$ cat src/rtl/trc_pkg.sv
package trc_pkg;
  typedef enum logic [1:0] {
    SB_BEAT    = 2'b00,
    SB_PKT_END = 2'b01,
    SB_MSG_END = 2'b11
  } sb_e;

  typedef enum logic [1:0] {
    ST_IDLE = 2'd0,
    ST_PKT0 = 2'd1,
    ST_PKT1 = 2'd2
  } st_e;

  function automatic int ceil_div(input int a, input int b);
    return (a + b - 1) / b;
  endfunction

  function automatic int max_int(input int a, input int b);
    return (a > b) ? a : b;
  endfunction
endpackage

$ cat src/rtl/trc_field_pack.sv
module trc_field_pack
  import trc_pkg::*;
#(
  parameter int BEAT_W  = 12,
  parameter int TCODE_W = 6,
  parameter int SRC_W   = 4,
  parameter int SIZE_W  = 3,
  parameter int VAR_W   = 32,
  parameter int DATA_W  = 32,
  localparam int LEN_W  = $clog2(VAR_W + 1),
  localparam int HDR_W  = TCODE_W + SRC_W + SIZE_W,
  localparam int P0_BT  = ceil_div(HDR_W + VAR_W, BEAT_W),
  localparam int P1_BT  = ceil_div(DATA_W, BEAT_W),
  localparam int P0_W   = P0_BT * BEAT_W,
  localparam int P1_W   = P1_BT * BEAT_W,
  localparam int N0_W   = $clog2(P0_BT + 1),
  localparam int N1_W   = $clog2(P1_BT + 1)
) (
  input  logic               is_branch_i,
  input  logic [TCODE_W-1:0] tcode_i,
  input  logic [SRC_W-1:0]   src_i,
  input  logic [SIZE_W-1:0]  size_i,
  input  logic [VAR_W-1:0]   var_i,
  input  logic [LEN_W-1:0]   var_len_i,
  input  logic [DATA_W-1:0]  data_i,
  output logic [P0_W-1:0]    p0_o,
  output logic [N0_W-1:0]    n0_o,
  output logic [P1_W-1:0]    p1_o,
  output logic [N1_W-1:0]    n1_o,
  output logic               has_p1_o
);
  localparam int DB_W  = $clog2(DATA_W + 1);
  localparam int SUM_W = $clog2(P0_W + P1_W + BEAT_W + 1);

  logic [VAR_W-1:0]  var_m;
  logic [DATA_W-1:0] data_m;
  logic [DB_W-1:0]   dbits;
  logic [SUM_W-1:0]  p0_bits;
  logic [SUM_W-1:0]  p1_bits;

  // keep only the significant low bits of the variable field
  for (genvar i = 0; i < VAR_W; i++) begin : g_var_mask
    assign var_m[i] = var_i[i] & (LEN_W'(i) < var_len_i);
  end

  always_comb begin
    unique case (size_i)
      SIZE_W'(0): dbits = DB_W'(8);
      SIZE_W'(1): dbits = DB_W'(16);
      default:    dbits = DB_W'(DATA_W);
    endcase
  end

  for (genvar i = 0; i < DATA_W; i++) begin : g_data_mask
    assign data_m[i] = data_i[i] & (DB_W'(i) < dbits);
  end

  always_comb begin
    p0_o = '0;
    p0_o[TCODE_W-1:0]       = tcode_i;
    p0_o[TCODE_W +: SRC_W]  = src_i;
    if (is_branch_i) begin
      p0_o[TCODE_W+SRC_W +: VAR_W] = var_m;
    end else begin
      p0_o[TCODE_W+SRC_W +: SIZE_W] = size_i;
      p0_o[HDR_W +: VAR_W]          = var_m;
    end
  end

  assign p0_bits  = SUM_W'(is_branch_i ? (TCODE_W + SRC_W) : HDR_W) + SUM_W'(var_len_i);
  assign p1_bits  = SUM_W'(dbits);
  assign n0_o     = N0_W'((p0_bits + SUM_W'(BEAT_W - 1)) / SUM_W'(BEAT_W));
  assign n1_o     = N1_W'((p1_bits + SUM_W'(BEAT_W - 1)) / SUM_W'(BEAT_W));
  assign p1_o     = P1_W'(data_m);
  assign has_p1_o = ~is_branch_i;
endmodule

$ cat src/rtl/trc_beat_seq.sv
module trc_beat_seq
  import trc_pkg::*;
#(
  parameter int BEAT_W = 12,
  parameter int P0_W   = 48,
  parameter int P1_W   = 36,
  parameter int N0_W   = 3,
  parameter int N1_W   = 2,
  localparam int CNT_W = max_int(N0_W, N1_W)
) (
  input  logic              clk_i,
  input  logic              rst_ni,
  input  logic              start_i,
  input  logic [P0_W-1:0]   p0_i,
  input  logic [N0_W-1:0]   n0_i,
  input  logic [P1_W-1:0]   p1_i,
  input  logic [N1_W-1:0]   n1_i,
  input  logic              has_p1_i,
  output logic [BEAT_W-1:0] beat_o,
  output logic [1:0]        sb_o,
  output logic              busy_o
);
  st_e              st_q;
  logic [P0_W-1:0]  sh0_q;
  logic [P1_W-1:0]  sh1_q;
  logic [N1_W-1:0]  n1_q;
  logic             has1_q;
  logic [CNT_W-1:0] left_q;
  logic             last;

  assign last = (left_q == '0);

  always_ff @(posedge clk_i or negedge rst_ni) begin
    if (!rst_ni) begin
      st_q   <= ST_IDLE;
      sh0_q  <= '0;
      sh1_q  <= '0;
      n1_q   <= '0;
      has1_q <= 1'b0;
      left_q <= '0;
    end else begin
      unique case (st_q)
        ST_IDLE: begin
          if (start_i) begin
            st_q   <= ST_PKT0;
            sh0_q  <= p0_i;
            sh1_q  <= p1_i;
            n1_q   <= n1_i;
            has1_q <= has_p1_i;
            left_q <= CNT_W'(n0_i - N0_W'(1));
          end
        end
        ST_PKT0: begin
          if (last) begin
            if (has1_q) begin
              st_q   <= ST_PKT1;
              left_q <= CNT_W'(n1_q - N1_W'(1));
            end else begin
              st_q <= ST_IDLE;
            end
          end else begin
            sh0_q  <= sh0_q >> BEAT_W;
            left_q <= left_q - CNT_W'(1);
          end
        end
        ST_PKT1: begin
          if (last) begin
            st_q <= ST_IDLE;
          end else begin
            sh1_q  <= sh1_q >> BEAT_W;
            left_q <= left_q - CNT_W'(1);
          end
        end
        default: st_q <= ST_IDLE;
      endcase
    end
  end

  always_comb begin
    beat_o = '0;
    sb_o   = SB_MSG_END;
    unique case (st_q)
      ST_PKT0: begin
        beat_o = sh0_q[BEAT_W-1:0];
        sb_o   = !last ? SB_BEAT : (has1_q ? SB_PKT_END : SB_MSG_END);
      end
      ST_PKT1: begin
        beat_o = sh1_q[BEAT_W-1:0];
        sb_o   = last ? SB_MSG_END : SB_BEAT;
      end
      default: ;
    endcase
  end

  assign busy_o = (st_q != ST_IDLE);
endmodule

$ cat src/rtl/trc_packetizer.sv
module trc_packetizer
  import trc_pkg::*;
#(
  parameter int BEAT_W  = 12,
  parameter int TCODE_W = 6,
  parameter int SRC_W   = 4,
  parameter int SIZE_W  = 3,
  parameter int VAR_W   = 32,
  parameter int DATA_W  = 32,
  localparam int LEN_W  = $clog2(VAR_W + 1),
  localparam int HDR_W  = TCODE_W + SRC_W + SIZE_W,
  localparam int P0_BT  = ceil_div(HDR_W + VAR_W, BEAT_W),
  localparam int P1_BT  = ceil_div(DATA_W, BEAT_W),
  localparam int P0_W   = P0_BT * BEAT_W,
  localparam int P1_W   = P1_BT * BEAT_W,
  localparam int N0_W   = $clog2(P0_BT + 1),
  localparam int N1_W   = $clog2(P1_BT + 1)
) (
  input  logic               clk_i,
  input  logic               rst_ni,
  input  logic               valid_i,
  output logic               ready_o,
  input  logic               is_branch_i,
  input  logic [TCODE_W-1:0] tcode_i,
  input  logic [SRC_W-1:0]   src_i,
  input  logic [SIZE_W-1:0]  size_i,
  input  logic [VAR_W-1:0]   var_i,
  input  logic [LEN_W-1:0]   var_len_i,
  input  logic [DATA_W-1:0]  data_i,
  output logic [BEAT_W-1:0]  beat_o,
  output logic [1:0]         sb_o
);
  logic            busy;
  logic            accept;
  logic [P0_W-1:0] p0;
  logic [P1_W-1:0] p1;
  logic [N0_W-1:0] n0;
  logic [N1_W-1:0] n1;
  logic            has_p1;

  assign ready_o = ~busy;
  assign accept  = valid_i & ready_o;

  trc_field_pack #(
    .BEAT_W (BEAT_W),
    .TCODE_W(TCODE_W),
    .SRC_W  (SRC_W),
    .SIZE_W (SIZE_W),
    .VAR_W  (VAR_W),
    .DATA_W (DATA_W)
  ) u_pack (
    .is_branch_i(is_branch_i),
    .tcode_i    (tcode_i),
    .src_i      (src_i),
    .size_i     (size_i),
    .var_i      (var_i),
    .var_len_i  (var_len_i),
    .data_i     (data_i),
    .p0_o       (p0),
    .n0_o       (n0),
    .p1_o       (p1),
    .n1_o       (n1),
    .has_p1_o   (has_p1)
  );

  trc_beat_seq #(
    .BEAT_W(BEAT_W),
    .P0_W  (P0_W),
    .P1_W  (P1_W),
    .N0_W  (N0_W),
    .N1_W  (N1_W)
  ) u_seq (
    .clk_i   (clk_i),
    .rst_ni  (rst_ni),
    .start_i (accept),
    .p0_i    (p0),
    .n0_i    (n0),
    .p1_i    (p1),
    .n1_i    (n1),
    .has_p1_i(has_p1),
    .beat_o  (beat_o),
    .sb_o    (sb_o),
    .busy_o  (busy)
  );
endmodule

$ cat config.mk
export PLATFORM = sky130hd
export DESIGN_NAME = trc_packetizer
export DESIGN_NICKNAME = d
export VERILOG_FILES = /design/src/rtl/trc_pkg.sv /design/src/rtl/trc_field_pack.sv /design/src/rtl/trc_beat_seq.sv /design/src/rtl/trc_packetizer.sv
export SDC_FILE = /design/constraint.sdc
export NUM_CORES = 1
export LEC_CHECK = 0
export ABC_AREA = 1
export BUFFER_PORTS_ARGS = -buffer_cell sky130_fd_sc_hd__buf_2
export CORE_AREA = 2 2 85 120
export DETAILED_ROUTE_END_ITERATION = 6
export DIE_AREA = 0 0 87 122
export PLACE_DENSITY = 0.85
export SETUP_SLACK_MARGIN = 0.2
export SYNTH_ARGS = -nofsm -noshare
export SYNTH_HDL_FRONTEND = slang
export SYNTH_SLANG_ARGS = --single-unit
$ cat constraint.sdc
create_clock -name clk_i -period 1.9 [get_ports clk_i]
set_input_delay 0.38 -clock clk_i [delete_from_list [all_inputs] [get_ports clk_i]]
set_output_delay 0.38 -clock clk_i [all_outputs]
set_load 0.01 [all_outputs]
==> reports/results.tsv, run 1 <==
metric	value	unit
row count	43	
Top-Level Pins	102	
Port Buffers	101	
Clock Tree Buf Depth	2	
Err	[ERROR GRT-0232] Routing congestion too high. Check the congestion heatmap in the GUI.	
top post-synthesis cells by area	dfrtp_1 (41%), nand2_1 (13%), nor2_1 (4.6%)	
worst setup endpoint GRT	u_seq.left_q[1]$_DFFE_PN0P_/D	
post-synthesis average cell area	7.72	um2
maximum number of pins on one net before global-route repair	38	
leading area contributor after synthesis	dfrtp_1	
post-synth cell types	50	
global-route usage over all layers	74.8	%
total CTS buffers	9	
H-tree levels	3	
placed cell areas	6170	um2
Mapped Cells	675	
synthesis warning total	0	
Initial Utilization	54.1	%
Worst EP Category	register data pin	
Cells after DPL	898	
Mapped Area	5210	um2
post-synthesis sequential area ratio	40.8	%
Chip Width	87	um
synthesis-stage register bit count	85	
CTS Sinks	85	
Halt Stage	global routing (5_1_grt)	
Placer Congestion	0.869	
pre-CTS setup slack	-1.04	ns
Die Ht	122	um
top-area cell type share of the netlist area	40.8	%
root buffer cell	clkbuf_16	
Congestion Overflow GR	44	
DPL Wire Length	11200	um
net count after synthesis	781	
status	stopped before the end	
Yosys cell counts (all sizes together):
| cell type | count |
|---|---|
| fa | 1 |
| o211a | 2 |
| or2 | 6 |
| a221o | 1 |
| o41ai | 1 |
| o211ai | 16 |
| nand2 | 188 |
| o221ai | 4 |
| o2111ai | 1 |
| clkinv | 2 |
| nand3 | 34 |
| xor2 | 3 |
| nor3b | 1 |
| dfrtp | 85 |
| a211o | 1 |
| o22ai | 5 |
| a22oi | 2 |
| clkbuf | 10 |
| o31ai | 18 |
| inv | 65 |
| nor3 | 2 |
| a32oi | 1 |
| a31oi | 12 |
| nand4 | 1 |
| buf | 22 |
| o21ai | 43 |
| o22a | 3 |
| a221oi | 6 |
| ha | 18 |
| a21boi | 3 |
| a21oi | 48 |
| nor2 | 70 |
what timing repair did:
action,4_1_cts
pin swaps,52
hold buffers,1
cloned,19
endpoints found under the setup margin,90
hold endpoints to repair,28
resized for setup,262
setup buffers,47
cells by family after synthesis:
family                   after synthesis  share of synthesized area, %
AND/OR/NAND/NOR                      302                          24.7
AO/OA/AOI/OAI                        167                          21.5
buffers and inverters                 99                          7.75
flip-flops                            85                          40.8
adder cells (fa/ha/maj)               19                          4.70
XOR/XNOR                               3                         0.504
stage by stage:
stage          TNS (ns)  utilization, %
2_1_floorplan     -1.81               -
3_5_place_dp      -2.73            64.1
4_1_cts           -4.15            86.6
3_3_place_gp      -2.29            64.1
routing by layer:
| layer | overflow | track usage (%) |
|---|---|---|
| met3 | 0 | 55.0 |
| met2 | 24 | 93.6 |
| met5 | 0 | 9.60 |
| met1 | 1 | 76.7 |
| met4 | 19 | 73.2 |
==> run 2, diff against run 1 <==
--- a/config.mk
+++ b/config.mk
@@ -7,11 +7,10 @@
 export LEC_CHECK = 0
 export ABC_AREA = 1
 export BUFFER_PORTS_ARGS = -buffer_cell sky130_fd_sc_hd__buf_2
-export CORE_AREA = 2 2 85 120
+export CORE_AREA = 2 2 118 120
 export DETAILED_ROUTE_END_ITERATION = 6
-export DIE_AREA = 0 0 87 122
-export PLACE_DENSITY = 0.85
-export SETUP_SLACK_MARGIN = 0.2
+export DIE_AREA = 0 0 120 122
+export PLACE_DENSITY_LB_ADDON = 0.15
 export SYNTH_ARGS = -nofsm -noshare
 export SYNTH_HDL_FRONTEND = slang
 export SYNTH_SLANG_ARGS = --single-unit
==> run 2 against run 1 <==
Against the previous run:
- the flow now finishes, with violations (negative hold slack, negative setup slack)
- area after synthesis is the same
- synthesized cell count stayed put
==> reports/results.tsv, run 2 <==
metric	value	unit
Design Power	14.2	mW
slew margin rel.	67.4	%
Die ar.	14600	um2
drt first pass iters	5	
maximum number of pins on one net before global-route repair	53	
Initial Utilization	38.6	%
drt wl/cell	16.9	um
net count after synthesis	781	
clock latency at the later pin of the worst-skew pair	0.35	ns
violated checks	negative hold slack, negative setup slack	
Setup crit start kind	input pin	
Worst Path Buf+Inv	5	
Final Slew Violations	0	
Crit path required time	2.17	ns
peak supply drop	0.814	mV
count leader, synth	nand2_1	
top-area cell type share of the netlist area	40.8	%
most common cell after layout, fill and taps aside	nand2_1	
CTS Sinks	85	
Finish-stage setup viols	22	
Clock Tree Buf Depth	2	
leading area contributor after synthesis	dfrtp_1	
total CTS buffers	9	
Die Ht	122	um
synthesis-stage register bit count	85	
Clock Pin Slew Worst Setup and Hold Paths	0.06	ns
row count	43	
slack of the critical path	-0.596	ns
largest stage delay on the critical path	0.39	ns
Largest Register	u_seq.sh0_q	
DPL Wire Length	11200	um
minimum hold slack	-0.00455	ns
CP Class	input pin to register	
worst clock skew	0.00619	ns
Fillers	1194	
global-route usage over all layers	23.0	%
Congestion Overflow GR	0	
CP Cell Sequence	buf_8 -> inv_8 -> ha_4 -> inv_2 -> ha_4 -> fa_2 -> nand2_2 -> nand2_2 -> nand3_2 -> nand2_4 -> nand2_4 -> inv_2 -> o21ai_2 -> nand2_2 -> o21ai_2 -> inv_1 -> ha_4 -> xor2_1 -> nand2_1 -> a22oi_2	
Crit. End Element	register	
most frequent cells in the layout	nand2_1 (154), buf_2 (94), dfrtp_1 (85)	
vias in the first global route	5384	
slew at the pin with the worst max-slew slack	0.487	ns
pre-CTS setup slack	-1.03	ns
Largest register FFs	45	
Post-synth top flop	dfrtp_1	
DRC	0	
post-synthesis average cell area	7.72	um2
power per cell area	1830	nW/um2
Post-Route Setup TNS	-3.70	ns
post-synth cell types	50	
number of synthesized flops with an enable pin	0	
Mapped Cells	675	
period utilization	131	%
synthesis warning total	0	
routed vias	5511	
Layout Nets	957	
RSZ-0062 raised after global routing	true	
slowest CP cell	fa_2	
minimum clock period	2.50	ns
root buffer cell	clkbuf_16	
initial antenna violation count	1	
area delta synth->final	48.8	%
Worst Path Max Fanout	4	
Detail Route Antenna Nets	0	
Lkg Pwr	3.75	nW
Core Area	13500	um2
vias per inst	5.31	
Final Hold Fails	3	
drt total wl	17500	um
Hold/Removal Path Class	input pin to asynchronous set/reset pin	
fmax	401	MHz
fin util	57.5	%
kind of cell adding the most delay to the critical path	adder cells	
Top-Level Pins	102	
Mapped Area	5210	um2
layout cell share with drive strength beyond 1	41.5	%
Placer Congestion	0.913	
Post-synth ARST share	100	%
CTS tree	done	
registers with the most flip-flops	u_seq.sh0_q x45, u_seq.sh1_q x32, u_seq.left_q x3	
Chip Width	120	um
H-tree levels	3	
initial DRC count	486	
Max-Cap Viols	0	
Port Buffers	101	
status	finished with violations	
Critical Path AT	2.76	ns
first-pass GRT wire length	26600	um
most frequent cells after synthesis	nand2_1 (179), dfrtp_1 (85), nor2_1 (64)	
top post-synthesis cells by area	dfrtp_1 (41%), nand2_1 (13%), nor2_1 (4.6%)	
post-synthesis sequential area ratio	40.8	%
==> run 2: cell counts after synthesis <==
No cell type changed its count.
==> run 2: per-layer routing <==
layer | GRT usage (%) | vias to the layer above | routed length (um)
met5 | 0 | - | 0
met2 | 37.7 | 174 | 8600
li1 | - | 2624 | -
met3 | 3.32 | 23 | 884
met4 | 8.68 | 0 | 313
met1 | 30.9 | 2690 | 7740
==> run 2: final timing paths <==
kind                                 start               to  slack (ns)  cells past startpoint
max                            is_branch_i  u_seq.left_q[2]       -0.60                     20
min                                 rst_ni  u_seq.sh1_q[18]      -0.005                      2
max reg2reg                  u_seq.st_q[0]  u_seq.sh0_q[34]       -0.03                     12
min reg2reg                u_seq.sh1_q[18]  u_seq.sh1_q[18]        0.48                      2
max in group asynchronous           rst_ni  u_seq.left_q[1]        1.60                      2
min in group clk_i              data_i[24]  u_seq.sh1_q[24]        0.26                      3
==> run 2: where the power goes <==
part | internal [mW] | switching, mW | total, mW
registers | 2.74 | 0.573 | 3.31
logic | 4.25 | 4.79 | 9.05
clock network | 1.13 | 0.743 | 1.87
==> run 2: cell families (layout without fill, tap and decap cells) <==
group	after synthesis	in the layout	synth area share (%)
other	0	1	0
adders and majority gates	19	19	4.70
buffers and inverters	99	280	7.75
xor gates and xnor gates	3	3	0.504
AOI/OAI and AO/OA	167	167	21.5
DFF	85	85	40.8
and+or+nand+nor	302	302	24.7
==> run 2: final cells by class <==
type                       count  area, um2  area share, %
inverter                      67        283           3.64
clock inverter                 3       42.5          0.548
multi-input combinational    491       3160           40.8
timing repair buffer         197       1640           21.2
clock buffer                  13        270           3.48
sequential                    85       2130           27.4
antenna                        1       2.50         0.0323
tap                          180        225           2.90
==> run 2: what timing repair did <==
action,in CTS,in global routing
pin swaps,15,29
hold buffers,0,0
gates resized for setup,71,87
cloned,5,9
endpoints found under the setup margin,21,77
setup buffers,25,11
==> run 2: stage by stage <==
stage	std cells	instance area (um2)
after global routing	1037	7760
after floorplan	675	5270
after detailed placement	971	6250
after CTS	1017	7160
after global placement	971	6250
final	1037	7760
Power figures use the tool's default switching activity.
==> run 3, diff against run 2 <==
--- a/config.mk
+++ b/config.mk
@@ -11,6 +11,8 @@
 export DETAILED_ROUTE_END_ITERATION = 6
 export DIE_AREA = 0 0 120 122
 export PLACE_DENSITY_LB_ADDON = 0.15
+export SETUP_SLACK_MARGIN = 0.02
+export SKIP_CTS_REPAIR_TIMING = 1
 export SYNTH_ARGS = -nofsm -noshare
 export SYNTH_HDL_FRONTEND = slang
 export SYNTH_SLANG_ARGS = --single-unit
==> run 3 against run 2 <==
Against the previous run:
- the run still ends with negative hold slack, negative setup slack left
- final area decreased by 8.0%
- first-iteration DRC count is 34% lower
- sequential power shrank 2%
- power down 11%
- hold slack got worse by 0.017 ns
- die area stayed put
- combinational power decreased by 17%
- fmax up 3.5%
- critical path depth is 2 higher
- critical path type unchanged
- critical endpoint is now u_seq.left_q[1]
==> reports/results.tsv, run 3 (synthesis gave the netlist of run 2 again) <==
metric	value	unit
global-route usage over all layers	20.9	%
drt first pass iters	5	
worst reg2reg path depth	11	
Ant. Diodes	0	
routed vias	5186	
Worst R2R Start	u_seq.st_q[0]	
Final Hold Fails	29	
most frequent cells in the layout	nand2_1 (172), buf_2 (96), dfrtp_1 (85)	
Congestion Overflow GR	0	
Lkg Pwr	3.51	nW
drt total wl	16000	um
fmax	415	MHz
Critical Path AT	2.64	ns
row count	43	
Final Slew Violations	0	
Finish-stage setup viols	16	
initial DRC count	319	
Cells after DPL	973	
minimum clock period	2.41	ns
reg2reg setup slack	0.05	ns
Die Ht	122	um
Clock Tree Buf Depth	2	
initial antenna violation count	0	
Port Buffers	101	
Final Cell Area	7140	um2
H-tree levels	3	
Top-Level Pins	102	
Worst Path Max Fanout	4	
violated checks	negative hold slack, negative setup slack	
maximum number of pins on one net before global-route repair	45	
area delta synth->final	37.0	%
CTS Sinks	85	
Clock Pin Slew Worst Setup and Hold Paths	0.07	ns
fin util	52.9	%
DRC	0	
registers with the most flip-flops	u_seq.sh0_q x45, u_seq.sh1_q x32, u_seq.left_q x3	
Layout Nets	936	
placed cell areas	6250	um2
Design Power	12.6	mW
Non-Filler Instances	1015	
layout cell share with drive strength beyond 1	35.2	%
Setup crit start kind	input pin	
DPL Wire Length	11300	um
Core Area	13500	um2
slowest CP cell	fa_2	
Detail Route Antenna Nets	0	
clock latency at the later pin of the worst-skew pair	0.35	ns
period utilization	127	%
largest stage delay on the critical path	0.37	ns
vias in the first global route	5008	
Crit path required time	2.13	ns
Chip Width	120	um
most common cell after layout, fill and taps aside	nand2_1	
Fillers	1302	
CP Cell Sequence	buf_8 -> inv_8 -> ha_4 -> inv_4 -> ha_4 -> fa_2 -> nand2_1 -> nand2_2 -> nand3_2 -> nand2_4 -> nand2_4 -> inv_2 -> o21ai_2 -> nand2_2 -> nand2_1 -> nand2_1 -> nand2_2 -> inv_2 -> ha_4 -> a21oi_2 -> o21ai_1 -> o21ai_1	
Hold/Removal Path Class	input pin to asynchronous set/reset pin	
root buffer cell	clkbuf_16	
worst clock skew	0.00643	ns
CTS tree	done	
slack of the critical path	-0.512	ns
first-pass GRT wire length	24300	um
R2R Path End	u_seq.sh0_q[17]	
power per cell area	1770	nW/um2
CP Class	input pin to register	
status	finished with violations	
Initial Utilization	38.6	%
Die ar.	14600	um2
Largest Register	u_seq.sh0_q	
peak supply drop	0.803	mV
vias per inst	5.11	
slew at the pin with the worst max-slew slack	0.685	ns
drt wl/cell	15.8	um
slew margin rel.	54.3	%
minimum hold slack	-0.0220	ns
Max-Cap Viols	0	
total CTS buffers	9	
RSZ-0062 raised after global routing	true	
Largest register FFs	45	
Placer Congestion	0.921	
Crit. End Element	register	
==> run 3: final cells by class <==
cell class	count	area [um2]	share of cell area, %
well taps	180	225	3.15
multi-input cells	491	2890	40.4
inverters	67	269	3.77
clock inverters	7	98.8	1.38
flip-flops and latches	85	2130	29.8
repair buffers	176	1310	18.3
clock buffers	9	225	3.15
==> run 3: critical path, delay by kind of cell <==
kind / cells / cell delay (ns)
AOI/OAI and AO/OA: 4 / 0.33
adders and majority gates: 4 / 1.02
and+or+nand+nor: 9 / 0.65
buffers and inverters: 5 / 0.24
==> run 3: per-stage QoR <==
stage / setup slack (ns) / setup TNS [ns]
6_report: -0.512 / -2.84
5_1_grt: -0.598 / -4.21
4_1_cts: -0.662 / -5.41
3_5_place_dp: -1.02 / -2.90
3_3_place_gp: -0.898 / -2.40
2_1_floorplan: -0.741 / -1.81
==> run 3: where the power goes <==
part / total [mW] / internal (mW) / switching (mW)
Combinational: 7.47 / 3.36 / 4.11
Sequential: 3.23 / 2.73 / 0.498
Clock: 1.94 / 1.16 / 0.785
Total: 12.6 / 7.25 / 5.39
==> run 3: per-layer routing <==
metal / track usage (%) / vias to the layer above / wire length [um]
li1: - / 2571 / -
met1: 28.8 / 2471 / 7390
met2: 33.9 / 129 / 7690
met3: 2.76 / 15 / 699
met4: 7.57 / 0 / 255
met5: 0 / - / 0
==> run 3: how the worst max path moves through the flow <==
| stage | from | to | slack (ns) | depth (start not counted) |
|---|---|---|---|---|
| final | is_branch_i | u_seq.left_q[1] | -0.51 | 22 |
| after global placement | is_branch_i | u_seq.left_q[1] | -0.90 | 22 |
| after floorplan | is_branch_i | u_seq.left_q[1] | -0.74 | 20 |
| after CTS | is_branch_i | u_seq.left_q[1] | -0.66 | 20 |
| after global routing | is_branch_i | u_seq.left_q[1] | -0.60 | 20 |
| after detailed placement | is_branch_i | u_seq.left_q[1] | -1.02 | 20 |
